[config.mk]
export PLATFORM = sky130hd
export DESIGN_NAME = sm_exec_unit
export DESIGN_NICKNAME = d
export VERILOG_FILES = /design/src/rtl/sm_exec_pkg.sv /design/src/rtl/sm_exec_decode.sv /design/src/rtl/sm_exec_alu.sv /design/src/rtl/sm_exec_branch.sv /design/src/rtl/sm_exec_unit.sv
export SDC_FILE = /design/constraint.sdc
export NUM_CORES = 1
export LEC_CHECK = 0
export BUFFER_PORTS_ARGS = -buffer_cell sky130_fd_sc_hd__buf_2
export CAP_MARGIN = 20
export CORE_MARGIN = 2
export CORE_UTILIZATION = 50
export CTS_CLUSTER_DIAMETER = 120
export DETAILED_ROUTE_END_ITERATION = 10
export GPL_ROUTABILITY_DRIVEN = 0
export PLACE_DENSITY = 0.8
export SETUP_SLACK_MARGIN = 0.05
export SYNTH_ARGS = -nofsm -noshare
export SYNTH_HDL_FRONTEND = slang
export SYNTH_HIERARCHICAL = 1
export SYNTH_SLANG_ARGS = --single-unit
[constraint.sdc]
create_clock -name clk -period 3.6 [get_ports clk]
set_input_delay 0.9 -clock clk [delete_from_list [all_inputs] [get_ports clk]]
set_output_delay 0.9 -clock clk [all_outputs]
set_load 0.01 [all_outputs]
[src/rtl/sm_exec_pkg.sv]
package sm_exec_pkg;

  localparam int unsigned OPW = 5;

  localparam logic [OPW-1:0] OP_JMP   = 5'h00;
  localparam logic [OPW-1:0] OP_IFZ   = 5'h01;
  localparam logic [OPW-1:0] OP_CALL  = 5'h02;
  localparam logic [OPW-1:0] OP_IFN   = 5'h03;
  localparam logic [OPW-1:0] OP_RET   = 5'h06;
  localparam logic [OPW-1:0] OP_LDR   = 5'h08;
  localparam logic [OPW-1:0] OP_LDAI  = 5'h09;
  localparam logic [OPW-1:0] OP_LIT   = 5'h0A;
  localparam logic [OPW-1:0] OP_LDA   = 5'h0B;
  localparam logic [OPW-1:0] OP_STR   = 5'h0C;
  localparam logic [OPW-1:0] OP_STAI  = 5'h0D;
  localparam logic [OPW-1:0] OP_STA   = 5'h0F;
  localparam logic [OPW-1:0] OP_INV   = 5'h10;
  localparam logic [OPW-1:0] OP_SHL   = 5'h11;
  localparam logic [OPW-1:0] OP_SHR   = 5'h12;
  localparam logic [OPW-1:0] OP_MSTEP = 5'h13;
  localparam logic [OPW-1:0] OP_XOR   = 5'h14;
  localparam logic [OPW-1:0] OP_AND   = 5'h15;
  localparam logic [OPW-1:0] OP_ADD   = 5'h17;
  localparam logic [OPW-1:0] OP_RTOD  = 5'h18;
  localparam logic [OPW-1:0] OP_ATOD  = 5'h19;
  localparam logic [OPW-1:0] OP_DUP   = 5'h1A;
  localparam logic [OPW-1:0] OP_OVER  = 5'h1B;
  localparam logic [OPW-1:0] OP_TTOR  = 5'h1C;
  localparam logic [OPW-1:0] OP_TTOA  = 5'h1D;
  localparam logic [OPW-1:0] OP_IDLE  = 5'h1E;
  localparam logic [OPW-1:0] OP_DROP  = 5'h1F;

  typedef enum logic [2:0] {
    TS_KEEP, TS_ALU, TS_MEM, TS_LIT, TS_RREG, TS_AREG, TS_SREG
  } tsrc_e;

  typedef enum logic [1:0] {STK_NONE, STK_PUSH, STK_POP} stk_e;

  typedef enum logic [1:0] {RN_KEEP, RN_FROM_T, RN_FROM_PC} rnew_e;

  typedef enum logic [2:0] {BR_NONE, BR_ALWAYS, BR_ZERO, BR_NEG, BR_RET} brk_e;

  typedef enum logic [2:0] {
    ALU_INV, ALU_SHL, ALU_SHR, ALU_MSTEP, ALU_XOR, ALU_AND, ALU_ADD
  } aluop_e;

  typedef struct packed {
    tsrc_e  t_src;
    stk_e   ds_act;
    stk_e   rs_act;
    rnew_e  r_new;
    brk_e   br;
    aluop_e alu;
    logic   addr_r;
    logic   mem_rd;
    logic   mem_wr;
    logic   a_inc;
    logic   a_load;
  } ctrl_t;

endpackage

[src/rtl/sm_exec_decode.sv]
module sm_exec_decode
  import sm_exec_pkg::*;
(
  input  logic [OPW-1:0] op,
  output ctrl_t          ctl
);

  always_comb begin
    ctl.t_src  = TS_KEEP;
    ctl.ds_act = STK_NONE;
    ctl.rs_act = STK_NONE;
    ctl.r_new  = RN_KEEP;
    ctl.br     = BR_NONE;
    ctl.alu    = ALU_ADD;
    ctl.addr_r = 1'b0;
    ctl.mem_rd = 1'b0;
    ctl.mem_wr = 1'b0;
    ctl.a_inc  = 1'b0;
    ctl.a_load = 1'b0;
    case (op)
      OP_JMP:  ctl.br = BR_ALWAYS;
      OP_IFZ:  ctl.br = BR_ZERO;
      OP_IFN:  ctl.br = BR_NEG;
      OP_CALL: begin
        ctl.br     = BR_ALWAYS;
        ctl.rs_act = STK_PUSH;
        ctl.r_new  = RN_FROM_PC;
      end
      OP_RET: begin
        ctl.br     = BR_RET;
        ctl.rs_act = STK_POP;
      end
      OP_LDR: begin
        ctl.mem_rd = 1'b1;
        ctl.addr_r = 1'b1;
        ctl.t_src  = TS_MEM;
        ctl.ds_act = STK_PUSH;
      end
      OP_LDAI: begin
        ctl.mem_rd = 1'b1;
        ctl.a_inc  = 1'b1;
        ctl.t_src  = TS_MEM;
        ctl.ds_act = STK_PUSH;
      end
      OP_LDA: begin
        ctl.mem_rd = 1'b1;
        ctl.t_src  = TS_MEM;
        ctl.ds_act = STK_PUSH;
      end
      OP_LIT: begin
        ctl.t_src  = TS_LIT;
        ctl.ds_act = STK_PUSH;
      end
      OP_STR: begin
        ctl.mem_wr = 1'b1;
        ctl.addr_r = 1'b1;
        ctl.t_src  = TS_SREG;
        ctl.ds_act = STK_POP;
      end
      OP_STAI: begin
        ctl.mem_wr = 1'b1;
        ctl.a_inc  = 1'b1;
        ctl.t_src  = TS_SREG;
        ctl.ds_act = STK_POP;
      end
      OP_STA: begin
        ctl.mem_wr = 1'b1;
        ctl.t_src  = TS_SREG;
        ctl.ds_act = STK_POP;
      end
      OP_INV: begin
        ctl.t_src = TS_ALU;
        ctl.alu   = ALU_INV;
      end
      OP_SHL: begin
        ctl.t_src = TS_ALU;
        ctl.alu   = ALU_SHL;
      end
      OP_SHR: begin
        ctl.t_src = TS_ALU;
        ctl.alu   = ALU_SHR;
      end
      OP_MSTEP: begin
        ctl.t_src = TS_ALU;
        ctl.alu   = ALU_MSTEP;
      end
      OP_XOR: begin
        ctl.t_src  = TS_ALU;
        ctl.alu    = ALU_XOR;
        ctl.ds_act = STK_POP;
      end
      OP_AND: begin
        ctl.t_src  = TS_ALU;
        ctl.alu    = ALU_AND;
        ctl.ds_act = STK_POP;
      end
      OP_ADD: begin
        ctl.t_src  = TS_ALU;
        ctl.alu    = ALU_ADD;
        ctl.ds_act = STK_POP;
      end
      OP_RTOD: begin
        ctl.t_src  = TS_RREG;
        ctl.ds_act = STK_PUSH;
        ctl.rs_act = STK_POP;
      end
      OP_ATOD: begin
        ctl.t_src  = TS_AREG;
        ctl.ds_act = STK_PUSH;
      end
      OP_DUP: begin
        ctl.t_src  = TS_KEEP;
        ctl.ds_act = STK_PUSH;
      end
      OP_OVER: begin
        ctl.t_src  = TS_SREG;
        ctl.ds_act = STK_PUSH;
      end
      OP_TTOR: begin
        ctl.rs_act = STK_PUSH;
        ctl.r_new  = RN_FROM_T;
        ctl.t_src  = TS_SREG;
        ctl.ds_act = STK_POP;
      end
      OP_TTOA: begin
        ctl.a_load = 1'b1;
        ctl.t_src  = TS_SREG;
        ctl.ds_act = STK_POP;
      end
      OP_DROP: begin
        ctl.t_src  = TS_SREG;
        ctl.ds_act = STK_POP;
      end
      default: ;
    endcase
  end

endmodule

[src/rtl/sm_exec_alu.sv]
module sm_exec_alu
  import sm_exec_pkg::*;
#(
  parameter int unsigned DW = 18
) (
  input  aluop_e        fn,
  input  logic [DW-1:0] t_in,
  input  logic [DW-1:0] s_in,
  output logic [DW-1:0] y
);

  logic [DW-1:0] sum;

  assign sum = t_in + s_in;

  always_comb begin
    case (fn)
      ALU_INV:   y = ~t_in;
      ALU_SHL:   y = {t_in[DW-2:0], 1'b0};
      ALU_SHR:   y = {t_in[DW-1], t_in[DW-1:1]};
      ALU_MSTEP: y = t_in[0] ? sum : t_in;
      ALU_XOR:   y = t_in ^ s_in;
      ALU_AND:   y = t_in & s_in;
      ALU_ADD:   y = sum;
      default:   y = t_in;
    endcase
  end

endmodule

[src/rtl/sm_exec_branch.sv]
module sm_exec_branch
  import sm_exec_pkg::*;
#(
  parameter int unsigned DW = 18
) (
  input  brk_e          kind,
  input  logic [DW-1:0] t_in,
  input  logic [DW-1:0] r_in,
  input  logic [DW-1:0] lit,
  output logic          take,
  output logic [DW-1:0] target
);

  always_comb begin
    case (kind)
      BR_ALWAYS: take = 1'b1;
      BR_ZERO:   take = (t_in == '0);
      BR_NEG:    take = t_in[DW-1];
      BR_RET:    take = 1'b1;
      default:   take = 1'b0;
    endcase
    target = (kind == BR_RET) ? r_in : lit;
  end

endmodule

[src/rtl/sm_exec_unit.sv]
module sm_exec_unit
  import sm_exec_pkg::*;
#(
  parameter int unsigned DW = 18
) (
  input  logic           clk,
  input  logic           rst,
  input  logic           op_valid,
  output logic           op_ready,
  input  logic [OPW-1:0] op_code,
  input  logic [DW-1:0]  op_lit,
  input  logic [DW-1:0]  op_pc_next,
  output logic [DW-1:0]  mem_addr,
  output logic           mem_rd,
  output logic           mem_wr,
  output logic [DW-1:0]  mem_wdata,
  input  logic [DW-1:0]  mem_rdata,
  input  logic           mem_ready,
  output logic           ds_push,
  output logic           ds_pop,
  output logic [DW-1:0]  ds_push_data,
  input  logic [DW-1:0]  ds_under,
  output logic           rs_push,
  output logic           rs_pop,
  output logic [DW-1:0]  rs_push_data,
  input  logic [DW-1:0]  rs_under,
  output logic           br_taken,
  output logic [DW-1:0]  br_target,
  output logic [DW-1:0]  t_out,
  output logic [DW-1:0]  s_out,
  output logic [DW-1:0]  r_out,
  output logic [DW-1:0]  a_out
);

  localparam logic [DW-1:0] ONE = DW'(1);

  ctrl_t         ctl;
  logic [DW-1:0] t_q, s_q, r_q, a_q;
  logic [DW-1:0] t_nx, s_nx, r_nx, a_nx;
  logic [DW-1:0] alu_y;
  logic          take;
  logic          is_mem;
  logic          fire;

  sm_exec_decode u_dec (
    .op  (op_code),
    .ctl (ctl)
  );

  sm_exec_alu #(.DW(DW)) u_alu (
    .fn   (ctl.alu),
    .t_in (t_q),
    .s_in (s_q),
    .y    (alu_y)
  );

  sm_exec_branch #(.DW(DW)) u_br (
    .kind   (ctl.br),
    .t_in   (t_q),
    .r_in   (r_q),
    .lit    (op_lit),
    .take   (take),
    .target (br_target)
  );

  assign is_mem    = ctl.mem_rd | ctl.mem_wr;
  assign op_ready  = !(op_valid && is_mem) || mem_ready;
  assign fire      = op_valid && op_ready;

  assign mem_rd    = op_valid && ctl.mem_rd;
  assign mem_wr    = op_valid && ctl.mem_wr;
  assign mem_addr  = ctl.addr_r ? r_q : a_q;
  assign mem_wdata = t_q;

  assign ds_push      = fire && (ctl.ds_act == STK_PUSH);
  assign ds_pop       = fire && (ctl.ds_act == STK_POP);
  assign ds_push_data = s_q;
  assign rs_push      = fire && (ctl.rs_act == STK_PUSH);
  assign rs_pop       = fire && (ctl.rs_act == STK_POP);
  assign rs_push_data = r_q;

  assign br_taken = fire && take;

  always_comb begin
    case (ctl.t_src)
      TS_ALU:  t_nx = alu_y;
      TS_MEM:  t_nx = mem_rdata;
      TS_LIT:  t_nx = op_lit;
      TS_RREG: t_nx = r_q;
      TS_AREG: t_nx = a_q;
      TS_SREG: t_nx = s_q;
      default: t_nx = t_q;
    endcase

    case (ctl.ds_act)
      STK_PUSH: s_nx = t_q;
      STK_POP:  s_nx = ds_under;
      default:  s_nx = s_q;
    endcase

    case (ctl.rs_act)
      STK_PUSH: r_nx = (ctl.r_new == RN_FROM_PC) ? op_pc_next : t_q;
      STK_POP:  r_nx = rs_under;
      default:  r_nx = r_q;
    endcase

    if (ctl.a_load)     a_nx = t_q;
    else if (ctl.a_inc) a_nx = a_q + ONE;
    else                a_nx = a_q;
  end

  always_ff @(posedge clk) begin
    if (rst) begin
      t_q <= '0;
      s_q <= '0;
      r_q <= '0;
      a_q <= '0;
    end else if (fire) begin
      t_q <= t_nx;
      s_q <= s_nx;
      r_q <= r_nx;
      a_q <= a_nx;
    end
  end

  assign t_out = t_q;
  assign s_out = s_q;
  assign r_out = r_q;
  assign a_out = a_q;

endmodule

After elaboration in Yosys (flattened, before gate mapping)
Index checks and enable logic that the tools add are counted.
- register bits after elaboration: 72
- latch bits: 0
- bits in writable memories: 0
- memory bits (read-only): 0
- bits of input ports: 99
- output and inout port bits: 170
- logic and storage cells: 120
- memories kept: 0
- add/sub/neg operators: 2
- multiply operators: 0
- divide/modulo/power cells: 0
- $lt $le $gt $ge: 0
- eq/ne operators: 50
- shift operators: 0
- multiplexer cells: 22
- bitwise operators: 4
- reduce and logical (&&, ||, !) cells: 36
- operators with widths (operator ; count):
    $pmux 18 s7 ; 1
    $mux 18 ; 6
    $pmux 18 s6 ; 1
    $pmux 18 s2 ; 2
    $eq 5x5->1 const B ; 14
    $pmux 3 s6 ; 2
    $eq 5x4->1 const B ; 7
    $eq 3x3->1 const B ; 7
    $add 18x1->18 const B ; 1
    $add 18x18->18 ; 1
    $and 18x18->18 ; 1
    $eq 3x2->1 const B ; 6
    $logic_not 18->1 ; 1
    $not 18->18 ; 1
    $xor 18x18->18 ; 1
    $reduce_or 7->1 ; 2
    $pmux 2 s2 ; 3
    $pmux 3 s4 ; 1
    $reduce_or 2->1 ; 6
    $eq 5x2->1 const B ; 2
    $eq 3x1->1 const B ; 3
    $logic_and 1x1->1 ; 9
    $reduce_or 9->1 ; 1
    $ne 8x1->1 const B ; 1
    22 further kinds ; 34

Logic depth before layout (Yosys ltp)
Gate-level depths: netlist (run 1).
- word-level depth: 9
- mapped depth: 16
- mapped depth without buffers: 14

Modules after synthesis
The synthesis (run 1) kept the hierarchy.
- modules (own cells, without submodules) (module ; times used ; cells each ; area each (um^2) ; sequential area each (um^2)):
    sm_exec_unit ; 1 ; 677 ; 5212.5 ; 1441.4
    sm_exec_alu ; 1 ; 312 ; 1961.9 ; 0.0
    sm_exec_branch ; 1 ; 32 ; 356.6 ; 0.0
    sm_exec_decode ; 1 ; 43 ; 284.0 ; 0.0

Least setup slack after synthesis (run 1)
No wires, ideal clock.
- kind: input to output
- from: in op_code[1]
- to: out ds_pop
- arrival time: 2.615 ns
- required time: 2.700 ns
- setup slack: 0.085 ns
- cell stages on the path: 8
- path buffers: 4
- path through: buf_6 nor2b_4 buf_6 nor3b_1 ha_1 buf_2 buf_1 and3_1
- RTL lines (what ; line ; source):
    start: declaration ; sm_exec_unit.sv:10 ; input logic [OPW-1:0] op_code,
    end: declaration ; sm_exec_unit.sv:20 ; output logic ds_pop,

==> run_results.csv, run 1 <==
group,metric,value,unit
run_status,status,"completed",
timing,setup_viol,0,
route,first_iter_violations,1511,
route,ant_nets,0,
yosys,yosysWarnings,6,
timing,rsz0062_at_grt,"no",
cts,cts_buffers,9,
cts,post_cts_resized,0,
pwr,p_leak,4.10,nW
place,pre_cts_slack,0.129,ns
cts,cts-htree-levels,3,
worst_setup_path,critPathRequiredTime,2.70,ns
timing,max_freq,289,MHz
finish,areaGrowthSynthToFinish,20.5,%
yosys,async_reset_ff_share,0,%
route,wl,31300,um
global_routing,grt_overflow,0,
yosys,syn-mean-instance-area,7.34,um2
pwr,p_comb_share,35.2,%
place,portBuffers,268,
worst_setup_path,arrival,2.56,ns
finish,regArea,1440,um2
pwr,clock_power_share,33.6,%
floorplanning,coreArea,15300,um2
floorplanning,initial_utilization,51.2,%
yosys,syn_area,7810,um2
yosys,ys_seq_elements,72,
timing,setup_tns,0,ns
floorplanning,die_x,129,um
global_routing,grt_pass1_wl,46100,um
cts,cts_setup_buffers,0,
pwr,p_per_area,306,nW/um2
pwr,p_int,0.00183,W
timing,post-route-period-util,96.2,%
route,firstDrtPassIters,8,
place,detailed_place_hpwl,22900,um
timing,fin_ws,0.137,ns
cts,clock_latency,0.36,ns
timing,hold_viol_final,0,
yosys,synth-edff-count,0,
route,drcViolationCount,0,
route,vias,9442,
yosys,synth.top_cell.area_share,18.4,%
pwr,ir_worst_vdd,0.318,mV
pwr,power,0.00288,W
timing,period_minus_slack,3.46,ns
finish,multiInputGateArea,5480,um2
global_routing,first_global_vias,8198,
finish,fillers,1357,
cts,cts_num_sinks,72,
finish,drive_above_1_share,32.6,%
route,wl_per_cell,21.2,um
floorplanning,num_rows,45,
finish,fin_nets,1386,
floorplanning,fp.dieH,129,um
pwr,p_sw,0.00105,W
global_routing,grt.total_usage,35.9,%
floorplanning,die_area,16600,um2
yosys,post-synth-top-area-cell,"dfxtp_1",
cts,clock_path_buffers,2,
yosys,syn_inst,1064,
yosys,synth_most_common_cell,"nand2_1",
worst_setup_path,cp-start-kind,"input port",
flow_run,drv_cap,0,
yosys,ys_types,78,
yosys,syn-num-nets,1188,
worst_setup_path,setup.worst_path.end_class,"output port",
cts,cts_tree,"yes",
route,routed_via_density,6.39,
timing,finClkSkew,0.00608,ns
worst_setup_path,crit_type,"in -> out",
timing,tightest_slew,0.911,ns
yosys,synth_common_cells,"nand2_1, a21oi_1, nor2_1",
cts,cts_hold_buffers,0,
timing,finalMaxSlewViolations,0,
yosys,ys.flop_type,"dfxtp_1",
yosys,ys_seq_area_share,18.4,%
cts,clkTransAtPathRegs,0.06,ns
worst_setup_path,critPathMaxFanout,17,
timing,relSlewSlack,39.0,%
cts,cts_root_buffer,"clkbuf_16",
global_routing,antenna_found_initial,0,
finish,antenna_cells,0,
floorplanning,io_pins,269,
pwr,netSwitchingFraction,36.6,%
global_routing,grt_max_degree,52,
yosys,synth.area.top_cells,"dfxtp_1, nand2_1, a21oi_1, mux2i_1, buf_4",
pwr,p_seq_share,31.3,%
min_path,min_path_type,"reg -> reg",
## layer usage
layer / wire length, um / vias up / part of all wire, % / track usage (%)
met2: 14000 / 698 / 45 / 55.8
met1: 12400 / 4371 / 40 / 48.3
met4: 1450 / 0 / 4.6 / 16.9
met3: 3440 / 120 / 11 / 6.73
met5: 0 / - / 0 / 0
li1: - / 4253 / - / -
## critical path: stages
cell	delay (ns)
buf_2	0.18
nor3_1	0.32
nor2b_1	0.41
xnor2_1	0.14
o21a_1	0.18
o21ai_0	0.10
and3_1	0.19
buf_2	0.13
## layout make-up
class	count	area share, %
flip-flops and latches	72	15.3
multi-input cells	827	58.2
clock inverters	4	0.558
clock buffers	12	2.72
inverters	23	0.917
well taps	211	2.80
repair buffers	329	19.5
## cell families (layout without fill, tap and decap cells)
family | after synthesis | count (layout) | synth area share (%)
AOI/OAI and AO/OA | 342 | 342 | 28.8
DFF | 72 | 72 | 18.4
xor gates and xnor gates | 12 | 12 | 1.34
and+or+nand+nor | 355 | 355 | 22.0
adders and majority gates | 25 | 25 | 4.10
muxes | 93 | 93 | 13.6
buffers and inverters | 165 | 368 | 11.8
## metrics by stage
step	std cells	util [%]	instance area, um2	hold slack [ns]
6_report	1478	61.7	9420	0.534
5_1_grt	1478	61.7	9420	0.569
4_1_cts	1477	61.7	9410	0.537
3_5_place_dp	1461	59.6	9100	0.528
3_3_place_gp	1461	59.6	9100	0.518
2_1_floorplan	1064	-	7820	0.518
## power groups by stage
| stage | logic (W) | registers [W] | clock network (W) |
|---|---|---|---|
| detailed placement | 0.000980 | 0.000915 | 0 |
| global route | 0.00108 | 0.000903 | 0.000992 |
| finish | 0.00101 | 0.000900 | 0.000967 |
| floorplan | 0.000619 | 0.000936 | 0 |
| CTS | 0.000986 | 0.000898 | 0.000960 |
| global placement | 0.000964 | 0.000915 | 0 |
## flip-flops by register name (all words and copies together), names as in the netlist
| name | count |
|---|---|
| mem_wdata | 18 |
| a_out | 18 |
| ds_push_data | 18 |
| r_out | 18 |
## cells in the final DEF, fill, tap and decap left out, types with 7 or more instances in the layout
| master | netlist | final |
|---|---|---|
| o211ai_1 | 17 | 17 |
| nor3_1 | 17 | 17 |
| ha_1 | 24 | 24 |
| inv_1 | 21 | 21 |
| mux2_2 | 35 | 35 |
| a32oi_1 | 7 | 7 |
| nor4_1 | 7 | 7 |
| o21ai_0 | 75 | 75 |
| o21a_1 | 7 | 7 |
| a221o_1 | 7 | 7 |
| dfxtp_1 | 72 | 72 |
| nor2_1 | 81 | 81 |
| and3_1 | 9 | 9 |
| a21oi_1 | 101 | 100 |
| a211oi_1 | 29 | 29 |
| buf_2 | 29 | 268 |
| buf_4 | 58 | 58 |
| xnor2_1 | 7 | 7 |
| nand4_1 | 7 | 7 |
| o22ai_1 | 8 | 8 |
| o221ai_1 | 16 | 16 |
| nand2_1 | 143 | 143 |
| nand3_1 | 17 | 17 |
| a22oi_1 | 11 | 11 |
| a31oi_1 | 8 | 8 |
| nand2b_1 | 22 | 22 |
| clkbuf_16 | 0 | 9 |
| mux2_4 | 10 | 10 |
| nor2b_1 | 17 | 16 |
| mux2i_1 | 45 | 45 |
## final timing paths
path / from / end / slack (ns) / cells after the start
setup / recovery: op_code[3] / br_taken / 0.14 / 8
setup reg to reg: mem_wdata[1] / mem_wdata[17] / 0.35 / 12
hold reg to reg: r_out[13] / r_out[13] / 0.53 / 2
hold / removal: r_out[13] / r_out[13] / 0.53 / 2
No activity file was read; power rests on OpenSTA's default activity.
==> inputs of run 2 (changes only) <==
BUFFER_PORTS_ARGS = unset   (was -buffer_cell sky130_fd_sc_hd__buf_2)
DONT_BUFFER_PORTS = 1   (was unset)
PLACE_DENSITY = unset   (was 0.8)
==> run 2 against run 1 <==
Against the previous run:
- critical endpoint is now br_target[17]
- critical path depth down 3
- non-clock buffer count down 264
- register-to-register slack gained 0.09 ns
==> run_results.csv, run 2 (same netlist as run 1, synthesis figures left out) <==
group,metric,value,unit
worst_setup_path,slowest_delay,0.41,ns
timing,max_freq,310,MHz
floorplanning,initial_utilization,51.2,%
pwr,p_per_area,324,nW/um2
worst_setup_path,cp-start-kind,"input port",
route,wl,29000,um
min_path,min_path_type,"in -> reg",
cts,cts-htree-levels,3,
route,routed_via_density,6.62,
cts,clock_path_buffers,2,
route,drcViolationCount,0,
timing,hold_viol_final,0,
worst_setup_path,critPathMaxFanout,13,
flow_run,drv_cap,0,
cts,cts_hold_buffers,0,
pwr,p_seq_share,34.6,%
global_routing,grt_pass1_wl,43000,um
route,first_iter_violations,993,
place,portBuffers,0,
worst_setup_path,setup.worst_path.end_class,"output port",
finish,fillers,1521,
floorplanning,io_pins,269,
global_routing,antenna_found_initial,0,
timing,relSlewSlack,38.9,%
pwr,p_comb_share,32.5,%
worst_setup_path,critPathLaunch,"op_code[1]",
global_routing,grt.total_usage,33.7,%
pwr,p_int,0.00163,W
pwr,p_sw,0.000978,W
cts,clock_latency,0.35,ns
finish,antenna_cells,0,
place,detailed_place_hpwl,21300,um
finish,fin_util,52.7,%
worst_setup_path,cpMaxStageDelayCell,"mux2_2",
timing,finalMaxSlewViolations,0,
timing,finClkSkew,0.00707,ns
global_routing,grt_overflow,0,
finish,final_common_cell,"nand2_1",
finish,drive_above_1_share,14.9,%
route,wl_per_cell,23.9,um
worst_setup_path,path_cells,"nor2b_4 -> and3_1 -> nor3b_4 -> buf_4 -> mux2_2",
pwr,netSwitchingFraction,37.5,%
cts,cts_buffers,9,
finish,regArea,1440,um2
timing,tightest_slew,0.912,ns
worst_setup_path,arrival,2.33,ns
cts,cts_setup_buffers,0,
worst_setup_path,reg2reg_depth,14,
floorplanning,die_x,129,um
floorplanning,die_area,16600,um2
worst_setup_path,timing.rr.start,"ds_push_data[0]",
finish,multiInputGateArea,5480,um2
worst_setup_path,crit_path_end,"br_target[17]",
pwr,p_leak,2.81,nW
finish,final_cell_mix,"nand2_1, a21oi_1, nor2_1",
worst_setup_path,critPathRequiredTime,2.70,ns
finish,areaGrowthSynthToFinish,2.95,%
worst_setup_path,crit_type,"in -> out",
global_routing,grt_max_degree,74,
route,vias,8031,
cts,post_cts_resized,0,
cts,cts_root_buffer,"clkbuf_16",
pwr,clock_power_share,32.9,%
floorplanning,fp.dieH,129,um
global_routing,first_global_vias,7021,
cts,cts_num_sinks,72,
floorplanning,coreArea,15300,um2
worst_setup_path,r2r_slack,0.44,ns
timing,period_minus_slack,3.23,ns
timing,post-route-period-util,89.7,%
cts,clkTransAtPathRegs,0.06,ns
timing,setup_viol,0,
route,firstDrtPassIters,5,
cts,cts_tree,"yes",
route,ant_nets,0,
worst_setup_path,r2r-end,"mem_wdata[14]",
pwr,ir_worst_vdd,0.249,mV
timing,setup_tns,0,ns
floorplanning,num_rows,45,
run_status,status,"completed",
finish,fin_nets,1122,
timing,rsz0062_at_grt,"no",
-- run 2: final cells by class --
class,instances,share of cell area (%)
multi-input combinational,827,68.1
sequential,72,17.9
timing repair buffer,65,6.22
tap,211,3.28
clock buffer,10,2.85
inverter,23,1.07
clock inverter,6,0.575
-- run 2: how the worst min path moves through the flow --
stage / start / depth (start not counted) / end
finish: rst / 1 / ds_push_data[14]
global route: rst / 1 / ds_push_data[14]
CTS: rst / 1 / ds_push_data[7]
detailed placement: r_out[14] / 2 / r_out[14]
global placement: r_out[14] / 2 / r_out[14]
floorplan: r_out[1] / 2 / r_out[1]
-- run 2: through the flow --
stage | setup WS, ns | instance area [um2] | instances | power (W) | hold slack (ns)
2_1_floorplan | 0.0852 | 7820 | 1064 | 0.00156 | 0.518
3_3_place_gp | 0.412 | 7770 | 1198 | 0.00174 | 0.606
3_5_place_dp | 0.403 | 7770 | 1198 | 0.00174 | 0.614
4_1_cts | 0.402 | 8050 | 1214 | 0.00260 | 0.613
5_1_grt | 0.169 | 8050 | 1214 | 0.00271 | 0.615
6_report | 0.369 | 8050 | 1214 | 0.00261 | 0.622
-- run 2: layer usage --
layer,part of all wire [%],GRT usage [%]
met1,42,45.7
met2,47,54.5
met3,8.8,6.69
met4,2.2,9.72
met5,0,0
-- run 2: critical path: cells and delay by family --
family,cells,cell delay [ns]
simple gates,3,0.69
buf+inv,1,0.31
mux,1,0.41
-- run 2: power groups by stage --
stage                     logic [W]  clock network [W]  registers, W
after global placement     0.000825                  0      0.000920
final                      0.000848           0.000857      0.000902
after CTS                  0.000830           0.000866      0.000902
after floorplan            0.000619                  0      0.000936
after global routing       0.000912           0.000894      0.000907
after detailed placement   0.000825                  0      0.000919
==> inputs of run 3 (changes only) <==
==> constraint.sdc (replaced) <==
create_clock -name clk -period 3.6 [get_ports clk]
set_input_delay 0.36 -clock clk [delete_from_list [all_inputs] [get_ports clk]]
set_output_delay 0.36 -clock clk [all_outputs]
set_load 0.01 [all_outputs]
==> run 3 against run 2 <==
Against the previous run:
- register-to-register slack improved by 0.02 ns
- cell count fell by 0.82%
- routed wire length is 0.39% lower
- cell area is 0.59% lower
- largest cell class unchanged
- largest power group is now clock
==> run_results.csv, run 3 (same netlist as run 1, synthesis figures left out) <==
group,metric,value,unit
run_status,status,"completed",
min_path,min_path_type,"in -> reg",
timing,hold_viol_final,0,
timing,relSlewSlack,30.4,%
global_routing,use_met1,44.9,%
min_path,hold_depth,1,
cts,clock_path_buffers,2,
place,detailed_place_hpwl,21200,um
worst_setup_path,critPathMaxFanout,5,
global_routing,grt_pass1_wl,43100,um
floorplanning,die_x,129,um
global_routing,grt-busiest-layer,"met2",
worst_setup_path,path_cells,"ha_1 -> o211ai_1 -> o211ai_1 -> a31oi_1 -> o21ai_1 -> xnor2_1 -> a21oi_1 -> mux2_2 -> o221ai_1 -> o21ai_0 -> o311ai_0 -> a21oi_1",
cts,cts_setup_buffers,0,
floorplanning,die_area,16600,um2
finish,areaGrowthSynthToFinish,2.34,%
pwr,ir_worst_vdd,0.241,mV
cts,cts-htree-levels,3,
worst_setup_path,r2r_slack,0.46,ns
finish,final_common_cell,"nand2_1",
timing,finalMaxSlewViolations,0,
floorplanning,fp.dieH,129,um
cts,cts_root_buffer,"clkbuf_16",
worst_setup_path,setup.worst_path.end_class,"flip-flop",
route,wl_per_cell,24.0,um
route,routed_via_density,6.54,
route,firstDrtPassIters,5,
cts,cts_tree,"yes",
global_routing,first_global_vias,7227,
worst_setup_path,slowest_delay,0.55,ns
cts,post_cts_resized,0,
timing,rsz0062_at_grt,"no",
finish,fin_nets,1111,
min_path,hold_end,"ds_push_data[16]",
finish,final_area,8000,um2
timing,max_freq,318,MHz
timing,finClkSkew,0.0134,ns
cts,clock_latency,0.36,ns
route,ant_nets,0,
place,portBuffers,0,
worst_setup_path,reg2reg_depth,12,
floorplanning,io_pins,269,
worst_setup_path,cp_num_buf_inv,0,
timing,period_minus_slack,3.14,ns
worst_setup_path,r2r-end,"mem_wdata[17]",
worst_setup_path,cp-start-kind,"flip-flop",
timing,post-route-period-util,87.3,%
flow_run,drv_cap,0,
global_routing,grt.total_usage,33.9,%
cts,cts_num_sinks,72,
worst_setup_path,crit_type,"reg -> reg",
worst_setup_path,timing.rr.start,"ds_push_data[2]",
timing,setup_tns,0,ns
route,wl,28900,um
global_routing,use_met2,52.8,%
place,place_area,7690,um2
floorplanning,coreArea,15300,um2
cts,cts_buffers,9,
timing,fin_hold_ws,0.0731,ns
route,first_iter_violations,844,
global_routing,gr-usage-met3,8.38,%
cts,cts_hold_buffers,0,
timing,setup_viol,0,
pwr,p_per_area,336,nW/um2
timing,tightest_slew,1.04,ns
worst_setup_path,critPathRequiredTime,3.83,ns
route,drcViolationCount,0,
global_routing,grt_max_degree,74,
worst_setup_path,critPathTopFamily,"compound AO/OA/AOI/OAI gates",
route,vias,7880,
min_path,min-delay-start,"rst",
worst_setup_path,arrival,3.37,ns
floorplanning,initial_utilization,51.2,%
pwr,p_leak,2.77,nW
global_routing,antenna_found_initial,1,
cts,clkTransAtPathRegs,0.07,ns
finish,drive_above_1_share,14.0,%
finish,final_cell_mix,"nand2_1, a21oi_1, nor2_1",
global_routing,grt_overflow,0,
floorplanning,num_rows,45,
worst_setup_path,cpMaxStageDelayCell,"a31oi_1",
run 3: layer usage:
metal  part of all wire (%)  up-vias
met5                      0        -
met4                    3.6        0
met3                    8.8       65
met2                     45      412
met1                     42     3701
li1                       -     3702
run 3: worst reg2reg max path: cells and delay by family (launching register included):
kind / cells / cell delay (ns)
compound gates: 9 / 1.69
xor+xnor: 1 / 0.17
fa+ha+maj: 1 / 0.35
flops: 1 / 0.53
mux: 1 / 0.28
run 3: worst max-delay path by stage:
stage	start	to	slack [ns]	depth (start not counted)
2_1_floorplan	mem_wdata[0]	mem_wdata[14]	0.54	14
3_5_place_dp	ds_push_data[2]	mem_wdata[17]	0.51	12
3_3_place_gp	ds_push_data[2]	mem_wdata[17]	0.55	12
6_report	ds_push_data[2]	mem_wdata[17]	0.46	12
4_1_cts	ds_push_data[2]	mem_wdata[17]	0.46	12
5_1_grt	mem_wdata[0]	mem_wdata[14]	0.26	14
run 3: final cells by class:
class	instances	area, um2
Tap cell	211	264
Multi-Input combinational cell	827	5480
Clock inverter	5	55.1
Fill cell	1524	7260
Inverter	23	86.3
Timing Repair Buffer	54	418
Sequential cell	72	1440
Clock buffer	11	253
Antenna cell	1	2.50
run 3: through the flow:
step / total power (W) / setup WS (ns) / std cells / utilization, %
after floorplan: 0.00156 / 0.540 / 1064 / -
after global placement: 0.00173 / 0.547 / 1187 / 50.4
after detailed placement: 0.00173 / 0.511 / 1187 / 50.4
after CTS: 0.00269 / 0.464 / 1203 / 52.4
after global routing: 0.00281 / 0.255 / 1204 / 52.4
final: 0.00269 / 0.457 / 1204 / 52.4
run 3: report_power, final:
group	switching, W	internal (W)
Clock	0.000381	0.000572
Sequential	0.0000633	0.000837
Combinational	0.000520	0.000317
